### src/rtl/adc_seq_pkg.sv
// Shared types of the convert-start sequencer.
// Assumes nothing beyond the IEEE 1800-2017 type system.
package adc_seq_pkg;

    // Controller states: waiting for a launch, launched and waiting for the
    // combined start signal to drop, and converting.
    typedef enum logic [1:0] {
        ST_IDLE  = 2'd0,
        ST_ARMED = 2'd1,
        ST_BUSY  = 2'd2
    } seq_state_t;

endpackage

### src/rtl/pin_sync.sv
// Synchronises the asynchronous convert-start pin into the clock domain
// through a chain of STAGES flops. Provides the settled level and a one-cycle
// rising-edge flag derived from it.
// Assumes STAGES >= 2 and a synchronous active-low reset that clears the
// chain, so a pin held high across reset appears as a rising edge.
module pin_sync #(
    parameter int STAGES = 2
) (
    input  logic clk,
    input  logic rst_n,
    input  logic pin_i,
    output logic level_o,
    output logic rise_o
);
    logic [STAGES-1:0] chain_q;
    logic              level_d_q;

    // Shift the pin through the synchroniser chain.
    genvar g;
    generate
        for (g = 0; g < STAGES; g++) begin : g_stage
            if (g == 0) begin : g_first
                always_ff @(posedge clk) begin
                    if (!rst_n) chain_q[0] <= 1'b0;
                    else        chain_q[0] <= pin_i;
                end
            end else begin : g_next
                always_ff @(posedge clk) begin
                    if (!rst_n) chain_q[g] <= 1'b0;
                    else        chain_q[g] <= chain_q[g-1];
                end
            end
        end
    endgenerate

    // Remember the previous settled level for edge detection.
    always_ff @(posedge clk) begin
        if (!rst_n) level_d_q <= 1'b0;
        else        level_d_q <= chain_q[STAGES-1];
    end

    assign level_o = chain_q[STAGES-1];
    assign rise_o  = chain_q[STAGES-1] & ~level_d_q;


    // a rising flag is followed by the settled level still being high
    rise_level_chk: assert property (@(posedge clk) disable iff (!rst_n)
        rise_o |=> level_d_q);
endmodule

### src/rtl/pwrup_timer.sv
// Power-up window timer. A load pulse starts a window of PULSE_CYCLES
// cycles, during which active_o is high. A new load restarts the window.
// Assumes PULSE_CYCLES >= 1.
module pwrup_timer #(
    parameter int PULSE_CYCLES = 150
) (
    input  logic clk,
    input  logic rst_n,
    input  logic load_i,
    output logic active_o
);
    localparam int CNT_W = $clog2(PULSE_CYCLES + 1);
    localparam logic [CNT_W-1:0] CNT_LOAD = CNT_W'(PULSE_CYCLES);

    logic [CNT_W-1:0] cnt_q;

    // Load on launch, otherwise count down to zero.
    always_ff @(posedge clk) begin
        if (!rst_n)             cnt_q <= '0;
        else if (load_i)        cnt_q <= CNT_LOAD;
        else if (cnt_q != '0)   cnt_q <= cnt_q - 1'b1;
    end

    assign active_o = (cnt_q != '0);


    // the window counter never exceeds its load value
    pulse_bound_chk: assert property (@(posedge clk) disable iff (!rst_n)
        cnt_q <= CNT_LOAD);


    // the counter only grows on an accepted launch
    pulse_reload_chk: assert property (@(posedge clk) disable iff (!rst_n)
        (cnt_q > $past(cnt_q)) |-> $past(load_i));
endmodule

### src/rtl/conv_ctrl.sv
// Conversion controller. Arms on an accepted pin rise and starts a
// conversion once neither the pin nor the power-up window is high. While
// busy, it waits for the core's done strobe. On done, it latches the result
// and picks the power mode from the pin level.
// Assumes the pin inputs are already synchronous to clk.
module conv_ctrl
    import adc_seq_pkg::*;
#(
    parameter int RES_W = 10
) (
    input  logic             clk,
    input  logic             rst_n,
    input  logic             pin_lvl_i,
    input  logic             pin_rise_i,
    input  logic             window_i,
    input  logic             done_i,
    input  logic [RES_W-1:0] core_result_i,
    output logic             launch_o,
    output logic             hold_o,
    output logic             busy_o,
    output logic             pwrdn_o,
    output logic [RES_W-1:0] result_o
);
    seq_state_t state_q;
    logic       start_gate;

    // A pin rise is accepted in any state except while converting.
    assign launch_o   = pin_rise_i && (state_q != ST_BUSY);
    // Combined start request: pin OR power-up window.
    assign start_gate = pin_lvl_i | window_i;

    // Sequence launch, start and completion.
    always_ff @(posedge clk) begin
        if (!rst_n) begin
            state_q <= ST_IDLE;
        end else begin
            unique case (state_q)
                ST_IDLE:  if (launch_o)    state_q <= ST_ARMED;
                ST_ARMED: if (!start_gate) state_q <= ST_BUSY;
                ST_BUSY:  if (done_i)      state_q <= ST_IDLE;
                default:                   state_q <= ST_IDLE;
            endcase
        end
    end

    // Emit the one-cycle hold strobe as the conversion begins.
    always_ff @(posedge clk) begin
        if (!rst_n) hold_o <= 1'b0;
        else        hold_o <= (state_q == ST_ARMED) && !start_gate;
    end

    // Pick the power mode at the end of a conversion; wake on launch.
    always_ff @(posedge clk) begin
        if (!rst_n)                              pwrdn_o <= 1'b0;
        else if (state_q == ST_BUSY && done_i)   pwrdn_o <= ~pin_lvl_i;
        else if (launch_o)                       pwrdn_o <= 1'b0;
    end

    // Capture the core's value at the end of a conversion.
    always_ff @(posedge clk) begin
        if (!rst_n)                              result_o <= '0;
        else if (state_q == ST_BUSY && done_i)   result_o <= core_result_i;
    end

    assign busy_o = (state_q == ST_BUSY);


    // the hold strobe coincides with the first busy cycle
    hold_first_chk: assert property (@(posedge clk) disable iff (!rst_n)
        hold_o |-> (busy_o && !$past(busy_o)));


    // busy only falls after a done strobe
    busy_end_chk: assert property (@(posedge clk) disable iff (!rst_n)
        $fell(busy_o) |-> $past(done_i));


    // power-down is entered only as a conversion ends
    pwrdn_entry_chk: assert property (@(posedge clk) disable iff (!rst_n)
        $rose(pwrdn_o) |-> $fell(busy_o));


    // the result register is stable except when a conversion ends
    result_hold_chk: assert property (@(posedge clk) disable iff (!rst_n)
        !$fell(busy_o) |-> $stable(result_o));


    // never converting while powered down
    pwrdn_busy_excl_chk: assert property (@(posedge clk) disable iff (!rst_n)
        !(pwrdn_o && busy_o));
endmodule

### src/rtl/adc_start_sequencer.sv
// Top of the convert-start and power-down sequencer. Connects the pin
// synchroniser, the power-up window timer and the conversion controller.
// Assumes conv_done_i is a one-cycle strobe synchronous to clk and that
// core_result_i is valid in the cycle the strobe is high.
module adc_start_sequencer #(
    parameter int PULSE_CYCLES = 150,
    parameter int RES_W        = 10,
    parameter int SYNC_STAGES  = 2
) (
    input  logic             clk,
    input  logic             rst_n,
    input  logic             convst_i,
    input  logic             conv_done_i,
    input  logic [RES_W-1:0] core_result_i,
    output logic             hold_o,
    output logic             busy_o,
    output logic             pwrdn_o,
    output logic [RES_W-1:0] result_o
);
    logic pin_lvl;
    logic pin_rise;
    logic launch;
    logic window;

    pin_sync #(.STAGES(SYNC_STAGES)) u_sync (
        .clk     (clk),
        .rst_n   (rst_n),
        .pin_i   (convst_i),
        .level_o (pin_lvl),
        .rise_o  (pin_rise)
    );

    pwrup_timer #(.PULSE_CYCLES(PULSE_CYCLES)) u_timer (
        .clk      (clk),
        .rst_n    (rst_n),
        .load_i   (launch),
        .active_o (window)
    );

    conv_ctrl #(.RES_W(RES_W)) u_ctrl (
        .clk           (clk),
        .rst_n         (rst_n),
        .pin_lvl_i     (pin_lvl),
        .pin_rise_i    (pin_rise),
        .window_i      (window),
        .done_i        (conv_done_i),
        .core_result_i (core_result_i),
        .launch_o      (launch),
        .hold_o        (hold_o),
        .busy_o        (busy_o),
        .pwrdn_o       (pwrdn_o),
        .result_o      (result_o)
    );


    // no launch is ever accepted while a conversion runs
    launch_idle_chk: assert property (@(posedge clk) disable iff (!rst_n)
        busy_o |-> !launch);
endmodule

### config.mk
export PLATFORM = sky130hd
export DESIGN_NAME = adc_start_sequencer
export DESIGN_NICKNAME = d
export VERILOG_FILES = /design/src/rtl/adc_seq_pkg.sv /design/src/rtl/pin_sync.sv /design/src/rtl/pwrup_timer.sv /design/src/rtl/conv_ctrl.sv /design/src/rtl/adc_start_sequencer.sv
export SDC_FILE = /design/constraint.sdc
export NUM_CORES = 1
export LEC_CHECK = 0
export ABC_CLOCK_PERIOD_IN_PS = 1200
export BUFFER_PORTS_ARGS = -buffer_cell sky130_fd_sc_hd__buf_2
export CAP_MARGIN = 20
export CORE_AREA = 2 2 51 53
export DETAILED_ROUTE_END_ITERATION = 8
export DIE_AREA = 0 0 53 55
export PLACE_DENSITY = 0.74
export SLEW_MARGIN = 20
export SYNTH_ARGS = -nofsm -noshare
export SYNTH_HDL_FRONTEND = slang
export SYNTH_SLANG_ARGS = --single-unit
### constraint.sdc
create_clock -name clk -period 1.2 [get_ports clk]
set_input_delay 0.3 -clock clk [delete_from_list [all_inputs] [get_ports clk]]
set_output_delay 0.3 -clock clk [all_outputs]
set_load 0.02 [all_outputs]
==> summary.md <==
| Metric | Value |
|---|---|
| RSZ-0062 raised after global routing | true |
| Hold_ws | 0.1693 ns |
| CP Launch Type | register |
| Max Cap Viol | 0 |
| Slew @ Worst Pin | 0.3751 ns |
| Critical Path End Type | primary output |
| DR vias/cell | 5.089 |
| Top FF cell, synth | dfxtp_1 |
| Tmin final | 1.358 ns |
| Sink Count | 25 |
| R2R setup slack | -0.14 ns |
| Layout cells sized above 1 | 40.63% |
| Total chip power | 2.937 mW |
| Area grow syn2layout | 40.15% |
| Clock skew | 0.009474 ns |
| DR WL met2 | 1.263 mm |
| Latest clock arrival within the worst-skew pair | 0.33 ns |
| Largest net degree at the start of global routing | 17 |
| Ant diodes | 0 |
| DRC | 0 |
| Worst-path fanout max | 2 |
| Seq/Total Area, Yosys | 49.26% |
| #FFs+latches synth | 25 |
| Fraction of registers with async set/reset | 0% |
| Routability Congestion | 0.7960 |
| Min-Delay Path Class | in -> reg |
| Number of flops mapped to enable cells by yosys | 0 |
| Longest Clk Path Bufs | 2 |
| Max Slew Vio Count | 0 |
| CTS tree | done |
| Initial antenna violation count | 0 |
| Final worst slack | -0.1581 ns |
| Post-synth cell types | 29 |
| Final core utilization | 60.21% |
| Worst endpoint data arrival time | 1.06 ns |
| # IOs | 27 |
| Clock H-tree levels | 1 |
| Starting Density | 42.96% |
| Top sig layer | met4 |
| Detailed placement HPWL | 1.667 mm |
| Syn Inst Count | 115 |
| Placed insts | 184 |
| CTS buffer count | 3 |
| Root Buffer | clkbuf_4 |
| Via count | 967 |
| Final #Nets | 177 |
| Met3 routed WL | 122 um |
| Syn avg cell area | 8.835 sq um |
| Grt ovf | 0 |
| Violated checks | negative setup slack |
| Vias in the first global route | 879 |
| DR iter-0 viols | 7 |
| Setup Crit Path Kind | reg -> out |
| Relative slew slack | 74.80% |
| PortBufs | 26 |
| Full die area | 0.002915 sq mm |
| DRT antenna net count | 0 |
| WL/cell | 12.83 um |
| GRT Util Overall | 16.53% |
| Final setup viols | 11 |
| WP data required | 0.90 ns |
| Leak | 0.6212 nW |
| Final period utilization | 113.2% |
| Total length of routed wires | 2.437 mm |
| Final hold viol count | 0 |
| CORE AREA | 0.002365 sq mm |
| Power Dens Cells | 2063 mW/mm^2 |
| Clock transition at path regs | 0.14 ns |
| DRT Pass-1 Iters | 3 |
| Rows | 18 |
| Yosys warnings | 0 |
| Syn_nets | 131 |
| Pre-CTS WS | -0.07246 ns |
| Post-Syn Area | 0.001016 sq mm |
| Post-Layout Cell Count | 190 |
| Overall die height | 55 um |
| First-pass GRT wire length | 3.456 mm |
| WL met1 | 1.017 mm |
| Fmax | 736.3 MHz |
| Worst vdd ir | 1812 uV |
| Status | complete, but fails checks |
| Die Wd | 53 um |
==> flip-flops by register name, indices dropped and copies added (netlist names) <==
name / count
u_sync.level_d_q: 1
u_ctrl.result_o: 10
u_sync.level_o: 1
u_timer.cnt_q: 8
u_ctrl.hold_o: 1
u_ctrl.state_q: 2
u_ctrl.pwrdn_o: 1
u_sync.chain_q: 1
==> final timing paths <==
kind                             startpoint                            end  depth (start not counted)
max          u_ctrl.state_q[1]$_SDFFE_PN0P_                         busy_o                          3
min                                convst_i   u_sync.chain_q[0]$_SDFF_PN0_                          2
max reg2reg   u_timer.cnt_q[0]$_SDFFE_PP0P_  u_timer.cnt_q[1]$_SDFFE_PN0P_                          4
min reg2reg    u_sync.chain_q[0]$_SDFF_PN0_      u_sync.level_o$_SDFF_PN0_                          1
==> kinds of logic (layout without fill, tap and decap cells) <==
| group | after synthesis | after routing | synth area share (%) |
|---|---|---|---|
| simple gates | 52 | 52 | 28.57 |
| fa+ha+maj | 2 | 2 | 2.463 |
| flops | 25 | 25 | 49.26 |
| xor+xnor | 3 | 3 | 2.587 |
| compound gates | 21 | 21 | 11.82 |
| mux | 1 | 1 | 0.9853 |
| buf+inv | 11 | 56 | 4.309 |
==> layer usage <==
metal | GRT usage (%) | vias up
met3 | 2.419 | 2
li1 | - | 489
met5 | 0 | -
met4 | 8.547 | 0
met1 | 16.61 | 449
met2 | 32.92 | 27
==> worst max-delay path: stages (launching register included) <==
cell and delay, ns:
dfxtp_2 0.36, nor2b_4 0.16, buf_6 0.11, buf_6 0.10
==> Yosys cell counts (all sizes together), types with 2 or more instances <==
library cell / number / area [sq um]
a21oi: 13 / 65.06
a31oi: 4 / 25.02
and2: 3 / 18.77
clkbuf: 4 / 16.26
dfxtp: 25 / 500.5
ha: 2 / 25.02
inv: 6 / 22.52
nand2: 14 / 52.55
nand3: 13 / 65.06
nand3b: 3 / 22.52
nor2: 8 / 30.03
nor3: 4 / 25.02
xnor2: 2 / 17.52
==> power by group <==
group          leakage, nW  switching [mW]  internal, mW
Sequential           0.205           0.124         0.984
Clock               0.0177           0.252         0.125
Combinational        0.398           0.727         0.725
==> repair_timing <==
action / in CTS / in global routing
hold buffers: 0 / 0
endpoints found under the setup margin: 11 / 20
buffers inserted: 2 / 0
resized for setup: 11 / 7
pin swaps: 7 / 5
==> stage by stage <==
stage	instance area [sq um]	setup TNS (ns)
after floorplan	1023	-0.07065
after CTS	1404	-0.8005
final	1424	-0.9429
after detailed placement	1318	-0.3052
after global routing	1424	-1.828
after global placement	1318	-0.04827
==> area by class of cell <==
type	instances	area, sq um
fillers	202	940.9
multi-input cells	79	518.0
flip-flops and latches	25	505.5
repair buffers	46	312.8
well taps	30	37.54
clock buffers	3	22.52
inverters	6	22.52
clock inverters	1	5.005
==> cells in the final DEF, fill, tap and decap left out, drive strengths merged, types with 2 or more instances in the layout <==
| cell type | count |
|---|---|
| a21oi | 13 |
| inv | 6 |
| nand2 | 14 |
| nor2 | 8 |
| nand3 | 13 |
| ha | 2 |
| dfxtp | 25 |
| xnor2 | 2 |
| a31oi | 4 |
| and2 | 3 |
| buf | 46 |
| clkbuf | 3 |
| nor3 | 4 |
| nand3b | 3 |
(Power assumes the default switching activity.)
